**src/rtl/fe_pkg.sv**
```systemverilog
package fe_pkg;
  typedef enum logic [1:0] {
    OP_TAKE  = 2'b00,
    OP_PUT   = 2'b01,
    OP_PEEK  = 2'b10,
    OP_CLEAR = 2'b11
  } fe_op_e;
endpackage

```
**src/rtl/fe_tag_array.sv**
```systemverilog
module fe_tag_array #(
  parameter int DEPTH = 16,
  localparam int AW = $clog2(DEPTH)
) (
  input  logic             clk_i,
  input  logic             rst_ni,
  input  logic             set_en_i,
  input  logic [AW-1:0]    set_idx_i,
  input  logic             clr_en_i,
  input  logic [AW-1:0]    clr_idx_i,
  output logic [DEPTH-1:0] tags_o
);
  for (genvar g = 0; g < DEPTH; g++) begin : g_tag
    always_ff @(posedge clk_i or negedge rst_ni) begin
      if (!rst_ni)                                    tags_o[g] <= 1'b0;
      else if (set_en_i && set_idx_i == AW'(g))       tags_o[g] <= 1'b1;
      else if (clr_en_i && clr_idx_i == AW'(g))       tags_o[g] <= 1'b0;
    end
  end


  set_clr_excl_chk: assert property (@(posedge clk_i) disable iff (!rst_ni)
    !(set_en_i && clr_en_i && set_idx_i == clr_idx_i));
endmodule

```
**src/rtl/fe_data_array.sv**
```systemverilog
module fe_data_array #(
  parameter int DEPTH = 16,
  parameter int DW    = 16,
  localparam int AW = $clog2(DEPTH)
) (
  input  logic          clk_i,
  input  logic          we_i,
  input  logic [AW-1:0] widx_i,
  input  logic [DW-1:0] wdata_i,
  input  logic [AW-1:0] ridx_i,
  output logic [DW-1:0] rdata_o
);
  logic [DW-1:0] mem_q [DEPTH];

  always_ff @(posedge clk_i) begin
    if (we_i) mem_q[widx_i] <= wdata_i;
  end

  assign rdata_o = mem_q[ridx_i];
endmodule

```
**src/rtl/fe_clear_seq.sv**
```systemverilog
module fe_clear_seq #(
  parameter int DEPTH = 16,
  localparam int AW = $clog2(DEPTH)
) (
  input  logic          clk_i,
  input  logic          rst_ni,
  input  logic          start_i,
  output logic          busy_o,
  output logic [AW-1:0] idx_o
);
  localparam logic [AW-1:0] LastIdx = AW'(DEPTH - 1);

  always_ff @(posedge clk_i or negedge rst_ni) begin
    if (!rst_ni) begin
      busy_o <= 1'b0;
      idx_o  <= '0;
    end else if (busy_o) begin
      if (idx_o == LastIdx) busy_o <= 1'b0;
      else                  idx_o  <= idx_o + 1'b1;
    end else if (start_i) begin
      busy_o <= 1'b1;
      idx_o  <= '0;
    end
  end


  sweep_step_chk: assert property (@(posedge clk_i) disable iff (!rst_ni)
    busy_o && $past(busy_o) |-> idx_o == $past(idx_o) + 1'b1);

  sweep_start_chk: assert property (@(posedge clk_i) disable iff (!rst_ni)
    $rose(busy_o) |-> idx_o == '0);
endmodule

```
**src/rtl/fe_sync_mem.sv**
```systemverilog
module fe_sync_mem #(
  parameter int DEPTH = 16,
  parameter int DW    = 16,
  parameter int CW    = 2,
  localparam int AW = $clog2(DEPTH)
) (
  input  logic          clk_i,
  input  logic          rst_ni,
  input  logic          req_valid_i,
  input  logic [1:0]    req_op_i,
  input  logic [AW-1:0] req_addr_i,
  input  logic [DW-1:0] req_wdata_i,
  input  logic [CW-1:0] req_ctx_i,
  output logic          busy_o,
  output logic          rd_valid_o,
  output logic [DW-1:0] rd_data_o,
  output logic          fault_o,
  output logic [1:0]    fault_op_o,
  output logic [AW-1:0] fault_addr_o,
  output logic [CW-1:0] fault_ctx_o,
  output logic          release_o,
  output logic [AW-1:0] release_addr_o
);
  import fe_pkg::*;

  logic [DEPTH-1:0] tags;
  logic [DW-1:0]    rdata;
  logic [AW-1:0]    sweep_idx;
  logic             busy;
  logic             acc, full_hit;
  logic             take_ok, put_ok, peek_ok, clr_start, bad;
  fe_op_e           op;

  assign op       = fe_op_e'(req_op_i);
  assign acc      = req_valid_i && !busy;
  assign full_hit = tags[req_addr_i];

  assign take_ok   = acc && op == OP_TAKE && full_hit;
  assign put_ok    = acc && op == OP_PUT  && !full_hit;
  assign peek_ok   = acc && op == OP_PEEK && full_hit;
  assign clr_start = acc && op == OP_CLEAR;
  assign bad       = acc && ((op == OP_TAKE && !full_hit) ||
                             (op == OP_PUT  &&  full_hit) ||
                             (op == OP_PEEK && !full_hit));

  fe_clear_seq #(.DEPTH(DEPTH)) u_seq (
    .clk_i   (clk_i),
    .rst_ni  (rst_ni),
    .start_i (clr_start),
    .busy_o  (busy),
    .idx_o   (sweep_idx)
  );

  fe_tag_array #(.DEPTH(DEPTH)) u_tags (
    .clk_i     (clk_i),
    .rst_ni    (rst_ni),
    .set_en_i  (put_ok),
    .set_idx_i (req_addr_i),
    .clr_en_i  (take_ok || busy),
    .clr_idx_i (busy ? sweep_idx : req_addr_i),
    .tags_o    (tags)
  );

  fe_data_array #(.DEPTH(DEPTH), .DW(DW)) u_data (
    .clk_i   (clk_i),
    .we_i    (put_ok || busy),
    .widx_i  (busy ? sweep_idx : req_addr_i),
    .wdata_i (busy ? '0 : req_wdata_i),
    .ridx_i  (req_addr_i),
    .rdata_o (rdata)
  );

  always_ff @(posedge clk_i or negedge rst_ni) begin
    if (!rst_ni) begin
      rd_valid_o     <= 1'b0;
      rd_data_o      <= '0;
      fault_o        <= 1'b0;
      fault_op_o     <= '0;
      fault_addr_o   <= '0;
      fault_ctx_o    <= '0;
      release_o      <= 1'b0;
      release_addr_o <= '0;
    end else begin
      rd_valid_o <= take_ok || peek_ok;
      fault_o    <= bad;
      release_o  <= put_ok;
      if (take_ok || peek_ok) rd_data_o <= rdata;
      if (bad) begin
        fault_op_o   <= req_op_i;
        fault_addr_o <= req_addr_i;
        fault_ctx_o  <= req_ctx_i;
      end
      if (put_ok) release_addr_o <= req_addr_i;
    end
  end

  assign busy_o = busy;


  rel_full_chk: assert property (@(posedge clk_i) disable iff (!rst_ni)
    release_o |-> tags[release_addr_o]);

  take_empties_chk: assert property (@(posedge clk_i) disable iff (!rst_ni)
    acc && op == OP_TAKE && full_hit |=> !tags[$past(req_addr_i)] && rd_valid_o);

  peek_keeps_chk: assert property (@(posedge clk_i) disable iff (!rst_ni)
    acc && op == OP_PEEK && full_hit |=> tags[$past(req_addr_i)]);

  fault_excl_chk: assert property (@(posedge clk_i) disable iff (!rst_ni)
    fault_o |-> !rd_valid_o && !release_o);

  fault_keeps_tag_chk: assert property (@(posedge clk_i) disable iff (!rst_ni)
    fault_o |-> tags[fault_addr_o] == $past(tags[fault_addr_o]));

  clear_done_chk: assert property (@(posedge clk_i) disable iff (!rst_ni)
    $fell(busy) |-> tags == '0);

  busy_quiet_chk: assert property (@(posedge clk_i) disable iff (!rst_ni)
    busy && req_valid_i |=> !rd_valid_o && !fault_o && !release_o);
endmodule

```
**config.mk**
```make
export PLATFORM = sky130hd
export DESIGN_NAME = fe_sync_mem
export DESIGN_NICKNAME = d
export VERILOG_FILES = /design/src/rtl/fe_pkg.sv /design/src/rtl/fe_tag_array.sv /design/src/rtl/fe_data_array.sv /design/src/rtl/fe_clear_seq.sv /design/src/rtl/fe_sync_mem.sv
export SDC_FILE = /design/constraint.sdc
export NUM_CORES = 1
export LEC_CHECK = 0
export BUFFER_PORTS_ARGS = -buffer_cell sky130_fd_sc_hd__buf_2
export CAP_MARGIN = 20
export CORE_UTILIZATION = 45
export DETAILED_ROUTE_END_ITERATION = 8
export RECOVER_POWER = 50
export SLEW_MARGIN = 20
export SYNTH_ARGS = -nofsm -noshare
export SYNTH_HDL_FRONTEND = slang
export SYNTH_HIERARCHICAL = 1
export SYNTH_SLANG_ARGS = --single-unit
export TNS_END_PERCENT = 10
```
**constraint.sdc**
```tcl
create_clock -name clk_i -period 4.4 [get_ports clk_i]
set_input_delay 0.44 -clock clk_i [delete_from_list [all_inputs] [get_ports clk_i]]
set_output_delay 0.44 -clock clk_i [all_outputs]
set_load 0.1 [all_outputs]
```
# After elaboration in Yosys (flattened, before gate mapping)
# Memories as Yosys holds them, arrays and structs flattened. A register that Yosys moved wholly into a read port is not among the register bits.
# Cells that the tools add are included.
word_totals:
  ff_bits: 36
  ram_bits: 256
  input_bits: 27
  out_inout_bits: 32
  word_cells: 180
  memories: 1
op_classes:
  addsub: 1
  order_cmp: 1
  n_eq_ne: 35
  n_mux: 44
  reduce_logical: 73
memory_table:
  columns: ["memory", "words", "width", "rd", "rd_clocked_by_memory_dff", "wr", "line_no", "rtl"]
  rows:
  - ["u_data.mem_q", 16, 16, 1, 1, 1, "fe_data_array.sv:13", "logic [DW-1:0] mem_q [DEPTH];"]
op_table:
  columns: ["operator", "count"]
  rows:
  - ["$eq 4x4->1 const B", 17]
  - ["$logic_and 1x1->1", 44]
  - ["$mux 1", 38]
  - ["$reduce_bool 2->1", 17]
  - ["$eq 4x3->1 const B", 8]
  - ["$eq 4x2->1 const B", 4]
  - ["$mux 16", 1]
  - ["$mux 4", 4]
  - ["$eq 4x1->1 const B", 2]
  - ["$logic_not 4->1", 2]
  - ["$logic_or 1x1->1", 5]
  - ["$lt 4x5->1 const B", 1]
  - ["$add 4x1->4 const B", 1]
  - ["$bmux 1 s4", 1]
  - ["$eq 2x2->1 const B", 2]
  - ["$logic_not 1->1", 3]
  - ["$eq 2x1->1 const B", 1]
  - ["$logic_not 2->1", 1]
  - ["$ne 2x2->1 const B", 1]
  - ["$reduce_and 2->1", 1]

# Longest topological paths before layout
# Gate-level depths: netlist of run 1.
depth:
  ltp_word: 8
  ltp_mapped: 11
  depth_no_buf: 8

# Modules after synthesis
# The synthesis of run 1 kept the hierarchy.
by_module_without_submodules:
  columns: ["module", "instances", "cells_each", "area_per_inst_um2", "seq_area_each_um2"]
  rows:
  - ["fe_data_array", 1, 416, 9723.1, 7687.4]
  - ["fe_sync_mem", 1, 116, 1564.0, 775.7]
  - ["fe_tag_array", 1, 64, 665.6, 400.4]
  - ["fe_clear_seq", 1, 28, 259.0, 125.1]

# Worst setup path after synthesis of run 1
# No wires, ideal clock.
synth_path:
  kind: "input to register"
  from: "input req_addr_i[0]"
  to: "memory u_data.mem_q[0][0] (enable)"
  setup_time_ns: 0.409
  arrival_ns: 3.671
  required_time_ns: 3.991
  slack_ns: 0.320
  stages: 8
  path_buffers: 1
  cell_sequence: "buf_2 mux4_2 mux2i_4 mux2i_2 nor2_1 or2_2 or3b_2 nor3_1"
synth_via:
  elab_chain_len: 7
  elab_cells_between_ends: 8
  cone_classes: "mux: 5; reduce/logical: 3"
synth_rtl:
  columns: ["element", "line_no", "rtl"]
  rows:
  - ["start: declaration", "fe_sync_mem.sv:11", "input logic [AW-1:0] req_addr_i,"]
  - ["$bmux 1 s4", "fe_sync_mem.sv:36", "assign full_hit = tags[req_addr_i];"]
  - ["$mux 1 (not written as such)", "fe_sync_mem.sv:36", null]
  - ["$logic_not 1->1", "fe_sync_mem.sv:39", "assign put_ok = acc && op == OP_PUT && !full_hit;"]
  - ["$logic_and 1x1->1", "fe_sync_mem.sv:39", null]
  - ["net put_ok", "fe_sync_mem.sv:31", "logic take_ok, put_ok, peek_ok, clr_start, bad;"]
  - ["$logic_or 1x1->1", "fe_sync_mem.sv:66", ".we_i (put_ok || busy),"]
  - ["$mux 1", "fe_data_array.sv:16", "if (we_i) mem_q[widx_i] <= wdata_i;"]
  - ["$mux 1 (not written as such)", "fe_data_array.sv:16", null]
  - ["end: declaration", "fe_data_array.sv:13", null]
# The timed path passes the listed nets, and every way through them passes these cells. The select of a mux whose other input is x is not followed.

# Worst setup path in the final report of run 1
layout_path:
  from: "register u_seq.busy_o"
  to: "memory u_data.mem_q[10][3] (enable)"
layout_via:
  elab_chain_len: 7
  elab_cells_between_ends: 8
  cone_classes: "mux: 3; reduce/logical: 5"
layout_rtl:
  columns: ["element", "line_no", "rtl"]
  rows:
  - ["start: declaration", "fe_clear_seq.sv:8", "output logic busy_o,"]
  - ["start signal: assignment", "fe_clear_seq.sv:15", "busy_o <= 1'b0;"]
  - ["start signal: assignment", "fe_clear_seq.sv:18", "if (idx_o == LastIdx) busy_o <= 1'b0;"]
  - ["start signal: assignment", "fe_clear_seq.sv:21", "busy_o <= 1'b1;"]
  - ["$logic_not 1->1", "fe_sync_mem.sv:35", "assign acc = req_valid_i && !busy;"]
  - ["$logic_and 1x1->1", "fe_sync_mem.sv:35", null]
  - ["$logic_and 1x1->1 (2 in series)", "fe_sync_mem.sv:39", null]
  - ["$logic_or 1x1->1", "fe_sync_mem.sv:66", null]
  - ["$mux 1", "fe_data_array.sv:16", null]
  - ["$mux 1 (not written as such)", "fe_data_array.sv:16", null]
# Parallel ways exist; a longest one is shown, timed or not.

==> flow_metrics.tcl, run 1 <==
set metrics [dict create \
    finalHoldViolCount 0 \
    clkTransAtPathRegs_ps 60 \
    cellLeakagePower_nw 4.944 \
    cts_max_path_buffers 3 \
    dpl.hpwl_um 15710 \
    power.density_nw_per_um2 646.6 \
    rsz0062_at_grt "false" \
    die_width_um 166.7 \
    port_buffers 58 \
    power_switching_share 0.3319 \
    synthFlopType "edfxtp_1" \
    core_um2 26350 \
    holdCritPathClass "in -> reg" \
    synth.area.top_cells "edfxtp_1 (63%), mux4_2 (11%), dfrtp_1 (11%)" \
    intPower_mw 6.091 \
    total_power_mw 9.116 \
    cts_resized 0 \
    synth_seq_area_share 0.7361 \
    clkPwrFrac 0.305 \
    netlist_instances 624 \
    post-route-period-util 0.7550 \
    maxCapViolCount 1 \
    critical_path_required_ps 4620 \
    hold_buffers 0 \
    tritoncts "built" \
    h-tree-depth 2 \
    seqPwrFrac 0.451 \
    critPathKind "reg -> reg" \
    drive_gt1_frac 0.2750 \
    drt-total-wl_um 26750 \
    tightest_slew_ps 3303 \
    via_per_inst 5.871 \
    drv_slew 53 \
    synth-seq-cells 308 \
    grt_overflow 0 \
    final_nets 751 \
    critical_path_arrival_ps 3540 \
    cts_root_buffer "clkbuf_16" \
    cts-buffers-inserted 34 \
    vdd_drop_max_mv 0.4279 \
    synth_fp_nets 652 \
    row_count 59 \
    place_area_um2 13050 \
    io_pins 59 \
    wire_per_inst_um 24.68 \
    start_util 0.4634 \
    p_sw_mw 3.026 \
    grt_pass1_vias 6628 \
    yosys_warnings 6 \
    status "complete, but fails checks" \
    combPwrFrac 0.243 \
    worst_clock_skew_ps 16.64 \
    die_y_um 166.7 \
    netlist.area_leader.share 0.6295 \
    synth_edf_count 256 \
    violations "capacitance limit, slew limit" \
    clk_latency_ps 510 \
    drt_pass1_iterations 4 \
    area_delta_synth_final_pct 15.46 \
    antenna_found_initial 0 \
    critPathLaunchType "flip-flop" \
    fmax_ghz 0.3010 \
    tns_ps 0 \
    syn_avg_cell_area_um2 19.57 \
    ant_nets 0 \
    synth_cell_types 45 \
    end_kind "flip-flop" \
    netlist_area_um2 12210 \
    die_area_um2 27800 \
    grt_first_pass_wirelength_um 40610 \
    reg2regPathDepth 5 \
    critPathMaxFanout 20 \
    final_cell_area_um2 14100 \
    grt_max_degree 53 \
    postCtsSetupBuffers 0 \
    holdPathStages 2 \
    synth_area_leader_cell "edfxtp_1" \
    gp_congestion 0.8871 \
    route.vias.total 6364 \
    num_antenna_cells 0 \
    slew_headroom -1.202 \
    drt_iter0_drc 514 \
    post-route-drc-count 0 \
    cts_sinks 308 \
    async_reset_ff_frac 0.1688 \
    setup_violations 0 \
    grtUsageTotal 0.1989 \
    min_period_ps 3322 \
]
path summary, 6_finish.rpt:
path | from | endpoint | slack [ps]
max | u_seq/busy_o | u_data/mem_q[10][3] | 1080
min | req_ctx_i[0] | fault_ctx_o[0] | 160
max reg2reg | u_seq/busy_o | u_data/mem_q[10][3] | 1080
min reg2reg | rd_data_o[0] | rd_data_o[0] | 490
max in group asynchronous | rst_ni | rd_data_o[7] | 1410
min in group asynchronous | rst_ni | rd_data_o[0] | 1150
sequential cells by signal (all words and copies together) (netlist names):
signal	count
fault_o	1
release_o	1
release_addr_o	4
fault_ctx_o	2
fault_addr_o	4
u_tags/tags_o	16
fault_op_o	2
rd_valid_o	1
u_data/mem_q	256
u_seq/busy_o	1
u_seq/idx_o	4
rd_data_o	16
through the flow:
step,setup slack [ps],hold WS [ps],utilization,std cells
2_1_floorplan,320.1,144.4,-,624
3_3_place_gp,915.0,470.5,0.4950,1021
3_5_place_dp,854.9,478.9,0.4951,1021
4_1_cts,1131,118.8,0.5372,1083
5_1_grt,741.7,149.4,0.5350,1084
6_report,1078,156.4,0.5350,1084
worst max-delay path: stages (launching register included):
cell      delay, ps
dfrtp_1         760
clkbuf_1        610
mux2_2          520
nand2b_1        270
nor2_2          550
buf_4           300
power by group through the flow:
| stage | combinational [mW] | sequential (mW) | clock [mW] |
|---|---|---|---|
| final | 2.22 | 4.12 | 2.78 |
| after global routing | 2.35 | 4.17 | 2.95 |
| after CTS | 2.27 | 4.12 | 2.84 |
| after detailed placement | 2.27 | 4.17 | 0 |
| after global placement | 2.21 | 4.14 | 0 |
| after floorplan | 0.905 | 4.85 | 0 |
cells by family after synthesis:
family                   share of synthesized area
flip-flops                                  0.7361
AND/OR/NAND/NOR                            0.04375
multiplexers                                0.1624
AO/OA/AOI/OAI                              0.04109
buffers and inverters                      0.01496
XOR/XNOR                                 0.0007173
adder cells (fa/ha/maj)                   0.001024
metal layers:
metal / global-route usage / share of wire
met5: 0 / 0
met1: 0.2858 / 0.46
met4: 0.07649 / 0.033
met2: 0.3080 / 0.46
met3: 0.03137 / 0.051
synth_stat cells, types with 2 or more instances:
library cell and instances:
a21oi_1 3, nor2b_1 21, mux2_2 7, buf_6 6
a31oi_1 2, nand3b_1 6, mux2_1 13, mux2_4 8
edfxtp_1 256, and3_1 2, nor3_1 6, nand2_1 27
a22oi_1 32, clkbuf_1 10, dfrtp_1 52, nor2_1 18
inv_1 4, buf_2 5, mux2i_4 2, buf_1 4
o21ai_0 27, nand3_1 6, and2_1 2, or2_1 2
mux4_1 10, o21ai_1 10, nand2b_1 6, buf_4 3
mux4_2 58
area by class of cell:
cell class	instances	area (µm²)
inverter	4	15.01
tap	335	419.2
sequential	308	8989
multi-input combinational	284	3078
timing repair buffer	91	490.5
fill	2077	12250
clock buffer	39	890.9
clock inverter	23	217.7
cells in the final DEF, fill, tap and decap left out, types with 21 or more instances in the layout:
cell / netlist / routed
buf_2: 5 / 26
nor2b_1: 21 / 21
dfrtp_1: 52 / 52
mux4_2: 58 / 58
clkbuf_1: 10 / 39
clkbuf_16: 0 / 35
edfxtp_1: 256 / 256
o21ai_0: 27 / 27
buf_4: 3 / 29
nand2_1: 27 / 27
a22oi_1: 32 / 32
(Power assumes the default switching activity.)
==> inputs of run 2 (changes only) <==
clock period = 3.4 ns   (was 4.4 ns; I/O delays follow)
==> run 2 against run 1 <==
Net effect: the flow still finishes with violations (capacitance limit, slew limit); register-to-register slack worse by 840 ps; final cell count is 0.74% higher; setup slack worse by 840 ps; global-route usage hardly changed; clock power is 17% higher; utilization is 0.052 points higher; sequential share of layout area is 0.062 points lower; clock skew is 8.2 ps lower; die area stayed put; largest power group unchanged.
==> flow_metrics.tcl, run 2 (synthesized netlist as in run 1, its figures left out) <==
set metrics [dict create \
    status "complete, but fails checks" \
    violations "capacitance limit, slew limit" \
    core_um2 26350 \
    drv_slew 44 \
    fmax_ghz 0.3164 \
    final_common_cell "edfxtp_1" \
    reg2reg_slack_ps 240 \
    cts-buffers-inserted 31 \
    die_y_um 166.7 \
    regMostFlops "u_data/mem_q" \
    port_buffers 58 \
    cts_sinks 308 \
    end_kind "flip-flop" \
    post-route-drc-count 0 \
    critPathMaxFanout 9 \
    antenna_found_initial 0 \
    seqCellArea_um2 8989 \
    die_width_um 166.7 \
    row_count 59 \
    final_nets 761 \
    largest_reg_flops 256 \
    maxCapViolCount 1 \
    finalHoldViolCount 0 \
    min_period_ps 3161 \
    dpl.hpwl_um 16620 \
    grt_overflow 0 \
    critPathLaunchType "flip-flop" \
    use_met1 0.2802 \
    clk_latency_ps 540 \
    tritoncts "built" \
    cp-endpoint "u_data/mem_q[4][3]" \
    grt_max_degree 60 \
    critical_path_arrival_ps 3410 \
    grt_pass1_vias 6758 \
    drive_gt1_frac 0.2668 \
    critPathLaunch "u_tags/tags_o[11]" \
    power.density_nw_per_um2 818.5 \
    via_per_inst 5.850 \
    top_usage_layer "met2" \
    die_area_um2 27800 \
    drt_iter0_drc 565 \
    dp_cells 1032 \
    h-tree-depth 1 \
    setup_violations 0 \
    clkTransAtPathRegs_ps 60 \
    drt_pass1_iterations 5 \
    use_met2 0.3241 \
    reg2regPathDepth 8 \
    multi_input_area_um2 3084 \
    nFillCells 2064 \
    met3_usage 0.03588 \
    cts_max_path_buffers 3 \
    grt_first_pass_wirelength_um 41080 \
    layout.cells.non_filler 1092 \
    slew_headroom -0.6304 \
    gp_congestion 0.8441 \
    holdCritPathClass "in -> reg" \
    r2r_start "u_tags/tags_o[11]" \
    drt-total-wl_um 26870 \
    cts_resized 0 \
    rsz0062_at_grt "false" \
    num_antenna_cells 0 \
    vdd_drop_max_mv 0.4318 \
    post-route-period-util 0.9297 \
    critPathKind "reg -> reg" \
    reg_top3 "u_data/mem_q (256), rd_data_o (16), u_tags/tags_o (16)" \
    tns_ps 0 \
    area_delta_synth_final_pct 15.57 \
    final_cell_mix "edfxtp_1 (256), mux4_2 (58), dfrtp_1 (52)" \
    ant_nets 0 \
    rr_endpoint "u_data/mem_q[4][3]" \
    cellLeakagePower_nw 4.922 \
    cts_root_buffer "clkbuf_16" \
    start_util 0.4634 \
    worst_clock_skew_ps 8.392 \
    grtUsageTotal 0.1993 \
    io_pins 59 \
    wire_per_inst_um 24.61 \
    postLayoutCoreUtil 0.5355 \
    tightest_slew_ps 2446 \
    hold_slack_ps 62.51 \
    critical_path_required_ps 3650 \
    route.vias.total 6388 \
]
## run 2: changes by cell type in the layout (fill, tap and decap cells not counted), sizes merged
cell and delta:
buf +6, clkinv -3, dlygate4sd3 +3, clkinvlp +2, clkbuf +1, inv -1
## run 2: cell type report
| class | instances | share of cell area |
|---|---|---|
| sequential | 308 | 0.6369 |
| multi-input combinational | 284 | 0.2185 |
| clock buffer | 36 | 0.05629 |
| timing repair buffer | 104 | 0.04486 |
| tap | 335 | 0.02970 |
| clock inverter | 21 | 0.01268 |
| inverter | 4 | 0.001064 |
## run 2: worst min path at each step
| stage | slack (ps) | depth (start not counted) | endpoint | startpoint |
|---|---|---|---|---|
| after global placement | 470 | 1 | rd_data_o[15] | rd_data_o[15] |
| after detailed placement | 470 | 1 | fault_op_o[1] | fault_op_o[1] |
| final | 60 | 3 | fault_op_o[1] | req_op_i[1] |
| after CTS | 40 | 3 | fault_op_o[1] | req_op_i[1] |
| after global routing | 60 | 3 | fault_op_o[1] | req_op_i[1] |
| after floorplan | 40 | 0 | fault_addr_o[0] | rst_ni |
## run 2: routing by layer
layer / routed length [µm] / vias to the layer above / share of wire
met5: 0 / - / 0
met4: 450 / 0 / 0.017
met3: 1745 / 31 / 0.065
met2: 12950 / 243 / 0.48
met1: 11730 / 3363 / 0.44
li1: - / 2751 / -
## run 2: worst max-delay path: stages, from the launching register on
cell	delay, ps
dfrtp_1	380
mux4_2	480
mux2i_1	240
mux2i_2	110
nor2_1	170
or2_2	170
nand3b_1	210
nor3_2	790
buf_4	310
## run 2: metrics by stage
stage	setup WS [ps]	total power [mW]	area, µm²
after floorplan	-241.4	7.466	12230
after global placement	99.89	8.354	13190
after detailed placement	91.94	8.457	13190
after CTS	254.1	11.71	14190
after global routing	11.44	12.00	14110
final	239.2	11.55	14110
## run 2: timing repair
item,4_1_cts,5_1_grt
setup buffers,0,0
hold buffers,3,0
hold endpoints to repair,40,0
## run 2: report_power, final
part,switching [mW],internal (mW),leakage (nW)
sequential,0.266,5.07,3.05
combinational,2.22,0.748,1.40
clock,1.36,1.89,0.471
total,3.85,7.70,4.92
==> inputs of run 3 (changes only) <==
MAX_ROUTING_LAYER = met4   (was not set)
==> run 3 against run 2 <==
Net effect: the run still ends with capacitance limit, slew limit left; clock skew decreased by 0.68 ps; critical path depth unchanged; die area unchanged; final cell count unchanged; final area unchanged; setup slack got worse by 2.8 ps; global-route usage increased by 0.66 points; total power about the same; clock power about the same; critical path type unchanged; critical endpoint unchanged; largest power group unchanged.
==> flow_metrics.tcl, run 3 (synthesized netlist as in run 1, its figures left out) <==
set metrics [dict create \
    postCtsSetupBuffers 0 \
    drt-total-wl_um 26860 \
    seqCellArea_um2 8989 \
    regMostFlops "u_data/mem_q" \
    holdCritPathClass "in -> reg" \
    tritoncts "built" \
    via_per_inst 5.841 \
    reg_top3 "u_data/mem_q (256), rd_data_o (16), u_tags/tags_o (16)" \
    dpl.hpwl_um 16620 \
    holdPathStages 3 \
    grtUsageTotal 0.2058 \
    finalHoldViolCount 0 \
    critical_path_arrival_ps 3410 \
    slew_headroom -0.6353 \
    r2r_start "u_tags/tags_o[8]" \
    cellLeakagePower_nw 4.922 \
    drt_iter0_drc 609 \
    grt_first_pass_wirelength_um 41130 \
    tns_ps 0 \
    grt_pass1_vias 6734 \
    multi_input_area_um2 3084 \
    area_delta_synth_final_pct 15.57 \
    nFillCells 2064 \
    rr_endpoint "u_data/mem_q[4][3]" \
    clk_latency_ps 540 \
    final_cell_mix "edfxtp_1 (256), mux4_2 (58), dfrtp_1 (52)" \
    die_area_um2 27800 \
    die_width_um 166.7 \
    hold_buffers 3 \
    min_period_ps 3164 \
    worstPathCellList "mux4_2, mux2i_1, mux2i_2, nor2_1, or2_2, nand3b_1, nor3_2, buf_4" \
    route.vias.total 6378 \
    vdd_drop_max_mv 0.4330 \
    grt_max_degree 60 \
    min_to "fault_op_o[1]" \
    reg2regPathDepth 8 \
    worst_clock_skew_ps 7.711 \
    io_pins 59 \
    wire_per_inst_um 24.59 \
    antenna_found_initial 0 \
    grt_overflow 0 \
    reg2reg_slack_ps 240 \
    power.density_nw_per_um2 818.7 \
    clkTransAtPathRegs_ps 60 \
    ant_nets 0 \
    drt_pass1_iterations 7 \
    violations "capacitance limit, slew limit" \
    critPathLaunchType "flip-flop" \
    critical_path_required_ps 3650 \
    drv_slew 44 \
    setup_violations 0 \
    largest_reg_flops 256 \
    num_antenna_cells 0 \
    fmax_ghz 0.3161 \
    rsz0062_at_grt "false" \
    core_um2 26350 \
    critPathKind "reg -> reg" \
    post-route-period-util 0.9305 \
    cpMaxStageDelayCell "nor3_2" \
    port_buffers 58 \
    gp_congestion 0.8573 \
    hold_slack_ps 60.17 \
    status "complete, but fails checks" \
    tightest_slew_ps 2453 \
    cts_max_path_buffers 3 \
    cts-buffers-inserted 31 \
    maxCapViolCount 1 \
    cts_root_buffer "clkbuf_16" \
    die_y_um 166.7 \
    final_nets 761 \
    max_stage_delay_ps 790 \
    post-route-drc-count 0 \
    critPathMaxFanout 9 \
    h-tree-depth 1 \
    cts_sinks 308 \
    cts_resized 0 \
    row_count 59 \
    postLayoutCoreUtil 0.5355 \
    drive_gt1_frac 0.2668 \
    start_util 0.4634 \
    min_from "req_op_i[1]" \
    final_common_cell "edfxtp_1" \
    end_kind "flip-flop" \
]
run 3: cell counts in the layout (fill, tap and decap cells not counted):
No cell type changed its count.
run 3: final cells by class:
class / instances / area share
tap: 335 / 0.02970
clock inverter: 21 / 0.01268
clock buffer: 36 / 0.05629
inverter: 4 / 0.001064
timing repair buffer: 104 / 0.04486
sequential: 308 / 0.6369
multi-input combinational: 284 / 0.2185
run 3: worst max-delay path by stage:
| stage | from | to | slack, ps | cells past startpoint |
|---|---|---|---|---|
| after floorplan | req_addr_i[0] | u_data/mem_q[4][0] | -240 | 8 |
| after global placement | req_addr_i[0] | u_data/mem_q[4][1] | 100 | 9 |
| after detailed placement | req_addr_i[0] | u_data/mem_q[4][2] | 90 | 9 |
| after CTS | u_tags/tags_o[11] | u_data/mem_q[4][3] | 250 | 8 |
| after global routing | u_tags/tags_o[3] | u_data/mem_q[4][2] | 10 | 8 |
| final | u_tags/tags_o[8] | u_data/mem_q[4][3] | 240 | 8 |
run 3: per-layer routing:
layer,wire length (µm),vias up,share of wire,track usage
met2,12870,213,0.48,0.3235
met4,501,0,0.019,0.04952
met1,11900,3373,0.44,0.2815
li1,-,2754,-,-
met3,1582,38,0.059,0.03588
met5,0,-,0,-
run 3: critical path: cells and delay by family (launching register included):
family | cells | cell delay (ps)
mux | 3 | 820
simple gates | 4 | 1340
flops | 1 | 390
buf+inv | 1 | 310
run 3: stage by stage:
step	instance area [µm²]	std cells	power, mW	setup WS (ps)
after floorplan	12230	624	7.466	-241.4
after global placement	13190	1032	8.354	99.89
after detailed placement	13190	1032	8.457	91.94
after CTS	14190	1092	11.71	254.1
after global routing	14110	1092	12.01	11.44
final	14110	1092	11.55	236.4
run 3: where the power goes:
| part | internal, mW | total [mW] | switching, mW | leakage (nW) |
|---|---|---|---|---|
| logic | 0.748 | 2.97 | 2.22 | 1.40 |
| clock network | 1.89 | 3.26 | 1.37 | 0.471 |
| registers | 5.07 | 5.33 | 0.266 | 3.05 |
| total | 7.70 | 11.6 | 3.85 | 4.92 |
